### src/rtl/pscan_pkg.sv
package pscan_pkg;
  localparam int unsigned PFX_N = 11;

  typedef enum logic [1:0] {
    MND_NONE  = 2'd0,
    MND_OSZ   = 2'd1,
    MND_REP   = 2'd2,
    MND_REPNE = 2'd3
  } mand_e;

  typedef enum logic [2:0] {
    CLS_UNSUP    = 3'd0,
    CLS_WAIT     = 3'd1,
    CLS_FPENV_ST = 3'd2,
    CLS_DUP64    = 3'd3,
    CLS_LOQ_DBL  = 3'd4
  } cls_e;

  localparam int unsigned PX_REPNE = 1;
  localparam int unsigned PX_REP   = 2;
  localparam int unsigned PX_OSZ   = 9;

  localparam logic [7:0] OP_WAIT = 8'h9B;
  localparam logic [7:0] OP_ESC  = 8'h0F;
  localparam logic [7:0] OP_FPU  = 8'hD9;
  localparam logic [7:0] OP_LDQ  = 8'h12;

  function automatic logic [7:0] pfx_code(int unsigned idx);
    case (idx)
      0:       return 8'hF0;
      1:       return 8'hF2;
      2:       return 8'hF3;
      3:       return 8'h2E;
      4:       return 8'h36;
      5:       return 8'h3E;
      6:       return 8'h26;
      7:       return 8'h64;
      8:       return 8'h65;
      9:       return 8'h66;
      default: return 8'h67;
    endcase
  endfunction
endpackage

### src/rtl/pscan_pfx_dec.sv
module pscan_pfx_dec
  import pscan_pkg::*;
(
  input  logic [7:0]       byte_i,
  output logic [PFX_N-1:0] hit_o
);
  for (genvar g = 0; g < PFX_N; g++) begin : g_cmp
    assign hit_o[g] = (byte_i == pfx_code(g));
  end
endmodule

### src/rtl/pscan_mand.sv
module pscan_mand
  import pscan_pkg::*;
(
  input  logic  osz_i,
  input  logic  repne_i,
  input  logic  rep_i,
  input  logic  last_repne_i,
  output mand_e mand_o
);
  always_comb begin
    if (repne_i || rep_i) mand_o = last_repne_i ? MND_REPNE : MND_REP;
    else if (osz_i)       mand_o = MND_OSZ;
    else                  mand_o = MND_NONE;
  end
endmodule

### src/rtl/pscan_classify.sv
module pscan_classify
  import pscan_pkg::*;
(
  input  logic       map_i,
  input  logic [7:0] op_i,
  input  logic [7:0] modrm_i,
  input  mand_e      mand_i,
  output cls_e       cls_o
);
  logic       mem_ok;
  logic [1:0] mod_f;
  logic [2:0] reg_f, rm_f;

  assign mod_f  = modrm_i[7:6];
  assign reg_f  = modrm_i[5:3];
  assign rm_f   = modrm_i[2:0];
  assign mem_ok = (mod_f == 2'b00) && (rm_f != 3'b100) && (rm_f != 3'b101);

  always_comb begin
    cls_o = CLS_UNSUP;
    if (mem_ok) begin
      if (!map_i && op_i == OP_FPU && reg_f == 3'd6) begin
        cls_o = CLS_FPENV_ST;
      end else if (map_i && op_i == OP_LDQ) begin
        if (mand_i == MND_REPNE)    cls_o = CLS_DUP64;
        else if (mand_i == MND_OSZ) cls_o = CLS_LOQ_DBL;
      end
    end
  end
endmodule

### src/rtl/prefix_scan.sv
module prefix_scan
  import pscan_pkg::*;
#(
  parameter int unsigned MAX_LEN = 15,
  localparam int unsigned LEN_W  = $clog2(MAX_LEN + 1)
) (
  input  logic             clk_i,
  input  logic             rst_ni,
  input  logic             in_valid_i,
  input  logic [7:0]       in_byte_i,
  output logic             in_ready_o,
  output logic             out_valid_o,
  input  logic             out_ready_i,
  output logic [10:0]      out_flags_o,
  output logic [1:0]       out_mand_o,
  output logic             out_map_o,
  output logic [7:0]       out_opcode_o,
  output logic [2:0]       out_class_o,
  output logic [LEN_W-1:0] out_len_o,
  output logic             out_fault_o
);
  typedef enum logic [1:0] {ST_PFX, ST_ESC, ST_MRM, ST_OUT} st_e;

  st_e              st_q, st_d;
  logic [PFX_N-1:0] flags_q, flags_d, pfx_hit;
  logic             last_repne_q, last_repne_d;
  logic [LEN_W-1:0] cnt_q, cnt_d;
  logic             map_q, map_d;
  logic [7:0]       op_q, op_d;
  logic             acc, overlen, emit, e_fault;
  logic [7:0]       e_op;
  cls_e             e_cls, mrm_cls;
  mand_e            mand;

  logic [PFX_N-1:0] d_flags_q;
  logic [1:0]       d_mand_q;
  logic             d_map_q, d_fault_q;
  logic [7:0]       d_op_q;
  logic [2:0]       d_cls_q;
  logic [LEN_W-1:0] d_len_q;

  pscan_pfx_dec u_pfx_dec (.byte_i(in_byte_i), .hit_o(pfx_hit));

  pscan_mand u_mand (
    .osz_i       (flags_q[PX_OSZ]),
    .repne_i     (flags_q[PX_REPNE]),
    .rep_i       (flags_q[PX_REP]),
    .last_repne_i(last_repne_q),
    .mand_o      (mand)
  );

  pscan_classify u_cls (
    .map_i  (map_q),
    .op_i   (op_q),
    .modrm_i(in_byte_i),
    .mand_i (mand),
    .cls_o  (mrm_cls)
  );

  assign in_ready_o = (st_q != ST_OUT);
  assign acc        = in_valid_i && in_ready_o;
  assign overlen    = (cnt_q == LEN_W'(MAX_LEN));

  always_comb begin
    st_d         = st_q;
    flags_d      = flags_q;
    last_repne_d = last_repne_q;
    cnt_d        = cnt_q;
    map_d        = map_q;
    op_d         = op_q;
    emit         = 1'b0;
    e_fault      = 1'b0;
    e_op         = in_byte_i;
    e_cls        = CLS_UNSUP;
    if (st_q == ST_OUT) begin
      if (out_ready_i) begin
        st_d         = ST_PFX;
        flags_d      = '0;
        last_repne_d = 1'b0;
        cnt_d        = '0;
        map_d        = 1'b0;
        op_d         = '0;
      end
    end else if (acc) begin
      cnt_d = cnt_q + 1'b1;
      if (overlen) begin
        // byte beyond the length limit is dropped
        emit    = 1'b1;
        e_fault = 1'b1;
        e_op    = '0;
        cnt_d   = cnt_q;
      end else begin
        case (st_q)
          ST_PFX: begin
            if (|pfx_hit) begin
              flags_d = flags_q | pfx_hit;
              if (pfx_hit[PX_REPNE])    last_repne_d = 1'b1;
              else if (pfx_hit[PX_REP]) last_repne_d = 1'b0;
            end else if (in_byte_i == OP_WAIT) begin
              emit  = 1'b1;
              e_cls = CLS_WAIT;
            end else if (in_byte_i == OP_ESC) begin
              map_d = 1'b1;
              st_d  = ST_ESC;
            end else if (in_byte_i == OP_FPU) begin
              op_d = in_byte_i;
              st_d = ST_MRM;
            end else begin
              emit = 1'b1;
            end
          end
          ST_ESC: begin
            op_d = in_byte_i;
            if (in_byte_i == OP_LDQ) st_d = ST_MRM;
            else                     emit = 1'b1;
          end
          default: begin
            emit  = 1'b1;
            e_op  = op_q;
            e_cls = mrm_cls;
          end
        endcase
      end
      if (emit) st_d = ST_OUT;
    end
  end

  always_ff @(posedge clk_i or negedge rst_ni) begin
    if (!rst_ni) begin
      st_q         <= ST_PFX;
      flags_q      <= '0;
      last_repne_q <= 1'b0;
      cnt_q        <= '0;
      map_q        <= 1'b0;
      op_q         <= '0;
    end else begin
      st_q         <= st_d;
      flags_q      <= flags_d;
      last_repne_q <= last_repne_d;
      cnt_q        <= cnt_d;
      map_q        <= map_d;
      op_q         <= op_d;
    end
  end

  always_ff @(posedge clk_i or negedge rst_ni) begin
    if (!rst_ni) begin
      d_flags_q <= '0;
      d_mand_q  <= '0;
      d_map_q   <= 1'b0;
      d_op_q    <= '0;
      d_cls_q   <= '0;
      d_len_q   <= '0;
      d_fault_q <= 1'b0;
    end else if (emit) begin
      d_flags_q <= flags_q;
      d_mand_q  <= mand;
      d_map_q   <= map_q;
      d_op_q    <= e_op;
      d_cls_q   <= e_cls;
      d_len_q   <= cnt_d;
      d_fault_q <= e_fault;
    end
  end

  assign out_valid_o  = (st_q == ST_OUT);
  assign out_flags_o  = d_flags_q;
  assign out_mand_o   = d_mand_q;
  assign out_map_o    = d_map_q;
  assign out_opcode_o = d_op_q;
  assign out_class_o  = d_cls_q;
  assign out_len_o    = d_len_q;
  assign out_fault_o  = d_fault_q;
endmodule

### config.mk
export PLATFORM = sky130hd
export DESIGN_NAME = prefix_scan
export DESIGN_NICKNAME = d
export VERILOG_FILES = /design/src/rtl/pscan_pkg.sv /design/src/rtl/pscan_pfx_dec.sv /design/src/rtl/pscan_mand.sv /design/src/rtl/pscan_classify.sv /design/src/rtl/prefix_scan.sv
export SDC_FILE = /design/constraint.sdc
export NUM_CORES = 1
export LEC_CHECK = 0
export CORE_MARGIN = 10
export CORE_UTILIZATION = 40
export CTS_BUF_LIST = sky130_fd_sc_hd__clkbuf_4
export DETAILED_ROUTE_END_ITERATION = 10
export GPL_ROUTABILITY_DRIVEN = 0
export SLEW_MARGIN = 20
export SYNTH_ARGS = -nofsm -noshare
export SYNTH_HDL_FRONTEND = slang
export SYNTH_SLANG_ARGS = --single-unit
export TNS_END_PERCENT = 50
### constraint.sdc
create_clock -name clk_i -period 3.03 [get_ports clk_i]
set_clock_uncertainty 0.1 [all_clocks]
set_input_delay 0.303 -clock clk_i [delete_from_list [all_inputs] [get_ports clk_i]]
set_output_delay 0.303 -clock clk_i [all_outputs]
set_load 0.005 [all_outputs]
==> results_dict.tcl, run 1 <==
set metrics [dict create \
    status "completed" \
    fp-row-count 31 \
    r2r_start "st_q[0]" \
    yosysTopAreaCellShare_pct 48.59 \
    p_sw_share_pct 36.99 \
    combPwrFrac_pct 45.6 \
    path_clk_slew_ns 0.10 \
    cts_root_buf "clkbuf_4" \
    irDropWorstVdd_uv 290.6 \
    setup_viol 0 \
    grt_max_degree 44 \
    dieArea_um2 11170 \
    finalCritPeriodShare_pct 80.31 \
    synth_ff_type "dfrtp_1" \
    hold_viol 0 \
    ys_warn_count 0 \
    critPathLaunch "st_q[0]" \
    maxCapViolations 0 \
    vias 2193 \
    instances_no_fill 426 \
    dieHeight_um 105.7 \
    p_sw_uw 1075 \
    ioPinCount 44 \
    drtPass1Iterations 4 \
    die_w_um 105.7 \
    grt_pass1_vias 2195 \
    period_minus_slack_ns 2.433 \
    cts_sinks 57 \
    area.growth.synth_to_final_pct 23.49 \
    worstPathRequired_ns 3.22 \
    numCtsBuffers 9 \
    async_reset_ff_share_pct 100.0 \
    grt_util_all_layers_pct 12.79 \
    antenna_found_initial 0 \
    yosysSeqAreaShare_pct 48.59 \
    n_antenna_cell 0 \
    timing_worst_setup_path_type "flip-flop to flip-flop" \
    io_buffer_count 43 \
    clk_latency_ns 0.41 \
    power_density_nw_per_um2 801.5 \
    seq_power_share_pct 36.1 \
    hpwl_um 5186 \
    holdCritPathClass "flip-flop to flip-flop" \
    pwr-share-clk_pct 18.3 \
    worst_ep_arrival_time_ns 2.62 \
    multi_input_area_um2 1354 \
    hp-start "flags_q[8]" \
    synth_edf_count 0 \
    critPathMaxFanout 11 \
    synth_cells 265 \
    yosys.cell_types.count 52 \
    maxSlewViolCount 0 \
    endpoint_kind "flip-flop" \
    grt_pass1_wl_um 11700 \
    core_area_um2 7176 \
    ys_seq_elements 57 \
    cellLeakagePower_uw 0.001643 \
    dp.cells 409 \
    grt_overflow 0 \
    wl_per_cell_um 16.46 \
    syn_nets 281 \
    drc 0 \
    maxSlewHeadroom_pct 36.37 \
    initial_core_util_pct 40.91 \
    regArea_um2 1426 \
    yosys.area.top_type "dfrtp_1" \
    ant_nets 0 \
    drive_gt1_share_pct 20.18 \
    viasPerCell 5.148 \
    nFillCells 676 \
    p_int_uw 1830 \
    h-tree-depth 3 \
    finalNetCount 338 \
    worst_pin_slew_ns 0.9545 \
    dr.first_iter.drc_count 141 \
    cp-start-kind "flip-flop" \
    fmaxAchievable_ghz 0.4109 \
    syn_avg_cell_area_um2 11.08 \
    routed_wl_um 7010 \
    cts_tree "done" \
    clk_path_buf_depth 2 \
    post_synth_instance_area_um2 2935 \
    cts_resized 0 \
    rsz0062_at_grt "no" \
    yosys-top-cells-area "dfrtp_1 49%, mux2_4 13%, nand2_1 6.8%" \
    setup_tns_ns 0 \
]
-- metal layers --
| metal | wire, um | part of all wire, % | GRT usage (%) |
|---|---|---|---|
| met1 | 3204 | 46 | 16.90 |
| met2 | 3285 | 47 | 19.08 |
| met3 | 452 | 6.4 | 4.141 |
| met4 | 68 | 0.97 | 4.642 |
| met5 | 0 | 0 | 0 |
-- critical path: stages (launching register included) --
cell	delay (ns)
dfrtp_1	0.43
ha_1	0.24
inv_2	0.17
nand2_1	0.20
or3_1	0.42
o22a_4	0.26
buf_12	0.17
mux2_4	0.30
-- cell families (layout without fill, tap and decap cells) --
family | Yosys count | count (layout) | share of synthesized area (%)
AO/OA/AOI/OAI | 49 | 49 | 11.42
adder cells (fa/ha/maj) | 4 | 4 | 1.705
buffers and inverters | 18 | 80 | 5.285
flip-flops | 57 | 57 | 48.59
multiplexers | 29 | 29 | 14.19
AND/OR/NAND/NOR | 108 | 108 | 18.80
-- per-stage QoR --
step	util (%)	cell area [um^2]	worst slack (ns)	total power, uW	hold slack, ns
after global routing	50.51	3625	0.5457	3092	0.4197
after detailed placement	48.58	3486	0.2047	2392	0.3764
after global placement	48.58	3486	0.2315	2372	0.3657
after CTS	50.51	3625	0.6250	2927	0.4008
final	50.51	3625	0.5966	2905	0.3947
after floorplan	-	2935	0.8049	1944	-0.09259
-- power by group through the flow --
| stage | Combinational (uW) | Sequential, uW | Clock, uW |
|---|---|---|---|
| 2_1_floorplan | 904 | 1040 | 0 |
| 3_3_place_gp | 1310 | 1060 | 0 |
| 3_5_place_dp | 1330 | 1060 | 0 |
| 4_1_cts | 1330 | 1050 | 544 |
| 5_1_grt | 1430 | 1070 | 584 |
| 6_report | 1320 | 1050 | 532 |
-- repair_timing --
action                                  CTS  global route
setup buffers                             0             0
endpoints found under the setup margin    0             0
hold buffers                              1             0
endpoints found under the hold margin    42             0
-- cell usage after synthesis, types with 2 or more instances --
master / instances
clkbuf_1: 3
buf_6: 4
nand2b_1: 3
nand3b_1: 2
dfrtp_1: 57
nor3_1: 4
nor2b_1: 3
or2_2: 2
inv_1: 4
a211oi_1: 2
o21ai_1: 2
o31ai_1: 5
nor4_1: 3
a31oi_1: 2
nand3_1: 8
and4b_1: 2
mux2_4: 25
nand2_1: 53
buf_12: 3
and2_1: 2
ha_1: 4
o21ai_0: 15
a21oi_1: 12
mux2i_1: 3
nor2_1: 8
nand4_1: 5
o2bb2ai_1: 3
buf_4: 2
-- placed cells by master (no fill, tap or decap), types with 4 or more instances in the layout --
| cell type | instances |
|---|---|
| nor3_1 | 4 |
| o31ai_1 | 5 |
| nand2_1 | 53 |
| dfrtp_1 | 57 |
| ha_1 | 4 |
| o21ai_0 | 15 |
| nand4_1 | 5 |
| nor2_1 | 8 |
| clkdlybuf4s50_1 | 42 |
| a21oi_1 | 12 |
| clkbuf_4 | 9 |
| mux2_4 | 25 |
| inv_1 | 4 |
| nand3_1 | 8 |
| buf_4 | 13 |
-- flip-flops by register name (all words and copies together), names as in the netlist --
name,flops
out_fault_o,1
out_mand_o,2
st_q,2
last_repne_q,1
out_opcode_o,8
flags_q,11
out_flags_o,11
out_class_o,3
cnt_q,4
out_len_o,4
out_map_o,1
map_q,1
op_q,8
-- layout make-up --
type                       instances  share of cell area, %
clock buffer                       9                  1.864
inverter                           5                 0.5178
multi-input combinational        190                  37.35
sequential                        57                  39.35
timing repair buffer              59                  15.81
clock inverter                     7                  1.691
tap                               99                  3.417
-- final timing paths --
kind / end / slack (ns) / cells past startpoint
worst max-delay path: out_opcode_o[4] / 0.60 / 7
min in group asynchronous: out_flags_o[4] / 0.47 / 2
worst min register to register: flags_q[8] / 0.39 / 2
worst min-delay path: flags_q[8] / 0.39 / 2
worst max register to register: out_opcode_o[4] / 0.60 / 7
max in group asynchronous: out_opcode_o[4] / 1.59 / 3
(Power assumes the default switching activity.)
==> run 2, diff against run 1 <==
==> constraint.sdc (replaced) <==
create_clock -name clk_i -period 2.3 [get_ports clk_i]
set_clock_uncertainty 0.1 [all_clocks]
set_input_delay 0.23 -clock clk_i [delete_from_list [all_inputs] [get_ports clk_i]]
set_output_delay 0.23 -clock clk_i [all_outputs]
set_load 0.005 [all_outputs]
==> results_dict.tcl, run 2 (synthesized netlist as in run 1, its figures left out) <==
set metrics [dict create \
    routed_wl_um 7412 \
    fmaxAchievable_ghz 0.4524 \
    setup_tns_ns 0 \
    r2r-end "out_flags_o[0]" \
    dieHeight_um 105.7 \
    initial_core_util_pct 40.91 \
    viasPerCell 5.175 \
    crit_end "out_flags_o[0]" \
    holdCritPathClass "input port to async pin" \
    grt_util_all_layers_pct 13.64 \
    dr.first_iter.drc_count 164 \
    antenna_found_initial 0 \
    clk_latency_ns 0.42 \
    reg2reg_slack_ns 0.09 \
    h-tree-depth 3 \
    cellLeakagePower_uw 0.001823 \
    finalNetCount 370 \
    io_buffer_count 43 \
    ioPinCount 44 \
    worstPathRequired_ns 2.49 \
    die_w_um 105.7 \
    power_uw 4247 \
    maxCapViolations 0 \
    maxSlewViolCount 0 \
    endpoint_kind "flip-flop" \
    cts_sinks 57 \
    period_minus_slack_ns 2.210 \
    wl_per_cell_um 16.18 \
    grt_max_degree 31 \
    rsz0062_at_grt "yes" \
    final_common_cell "dfrtp_1" \
    cp-start-kind "flip-flop" \
    clk_path_buf_depth 2 \
    nFillCells 627 \
    grt_pass1_vias 2411 \
    dieArea_um2 11170 \
    vias 2370 \
    irDropWorstVdd_uv 518.4 \
    post-route-util_pct 55.10 \
    setup_ws_ns 0.08970 \
    fp-row-count 31 \
    path_clk_slew_ns 0.09 \
    numCtsBuffers 9 \
    status "completed" \
    reg2regPathDepth 8 \
    core_area_um2 7176 \
    drtPass1Iterations 4 \
    worst_pin_slew_ns 0.6902 \
    r2r_start "st_q[0]" \
    cts_root_buf "clkbuf_4" \
    drive_gt1_share_pct 30.36 \
    grt_overflow 0 \
    critPathLaunch "st_q[0]" \
    maxSlewHeadroom_pct 53.99 \
    n_antenna_cell 0 \
    grt_pass1_wl_um 12410 \
    worst_ep_arrival_time_ns 2.40 \
    power_density_nw_per_um2 1074 \
    final_cell_mix "57 x dfrtp_1, 53 x nand2_1, 43 x buf_4" \
    area.growth.synth_to_final_pct 34.70 \
    cts_tree "done" \
    pre_cts_slack_ns -0.3246 \
    critPathMaxFanout 8 \
    setup_viol 0 \
    hpwl_um 5593 \
    dp.cells 439 \
    ant_nets 0 \
    instances_no_fill 458 \
    finalCritPeriodShare_pct 96.10 \
    hold_viol 0 \
    timing_worst_setup_path_type "flip-flop to flip-flop" \
    drc 0 \
]
[run 2: changes by cell type in the layout (fill, tap and decap cells not counted), sizes merged]
cell      previous run  this run
buf                 16        48
clkinvlp             2         1
clkinv               4         3
bufinv               1         2
clkbuf               9        10
[run 2: critical path: stages (launching register included)]
cell     delay, ns
dfrtp_1       0.43
buf_4         0.14
ha_2          0.25
nor2_2        0.05
a31oi_1       0.22
and3_4        0.24
o22a_4        0.21
buf_12        0.15
mux2_4        0.30
[run 2: metal layers]
| metal | part of all wire, % | vias up | track usage, % |
|---|---|---|---|
| met4 | 1.7 | 0 | 5.222 |
| met3 | 5.6 | 12 | 4.689 |
| met2 | 47 | 65 | 20.80 |
| li1 | - | 1126 | - |
| met5 | 0 | - | 0 |
| met1 | 46 | 1167 | 17.39 |
[run 2: worst min-delay path by stage]
stage | to | slack [ns] | depth (start not counted)
3_5_place_dp | flags_q[5] | 0.21 | 1
2_1_floorplan | cnt_q[0] | -0.17 | 0
6_report | flags_q[5] | 0.29 | 2
3_3_place_gp | flags_q[5] | 0.21 | 1
4_1_cts | out_opcode_o[7] | 0.29 | 2
5_1_grt | out_opcode_o[7] | 0.33 | 2
[run 2: cell type report]
cell class | instances | area (um^2) | share of cell area [%]
inverters | 5 | 18.77 | 0.4747
clock buffers | 10 | 75.07 | 1.899
repair buffers | 91 | 838.3 | 21.20
flip-flops and latches | 57 | 1426 | 36.08
well taps | 99 | 123.9 | 3.133
clock inverters | 6 | 82.58 | 2.089
multi-input cells | 190 | 1389 | 35.13
[run 2: repair_timing]
item | in CTS | in global routing
endpoints found under the hold margin | 27 | 0
resized for setup | 1 | 8
endpoints found under the setup margin | 26 | 30
pin swaps | 0 | 2
setup buffers | 0 | 2
hold buffers | 1 | 0
[run 2: report_power, final]
| part | switching (uW) | internal, uW |
|---|---|---|
| Clock | 381 | 447 |
| Combinational | 934 | 1090 |
| Sequential | 178 | 1220 |
| Total | 1490 | 2750 |
[run 2: per-stage QoR]
stage / area, um^2 / hold WS (ns)
6_report: 3954 / 0.2869
3_3_place_gp: 3736 / 0.2075
2_1_floorplan: 2935 / -0.1656
3_5_place_dp: 3736 / 0.2082
4_1_cts: 3906 / 0.2901
5_1_grt: 3954 / 0.3274
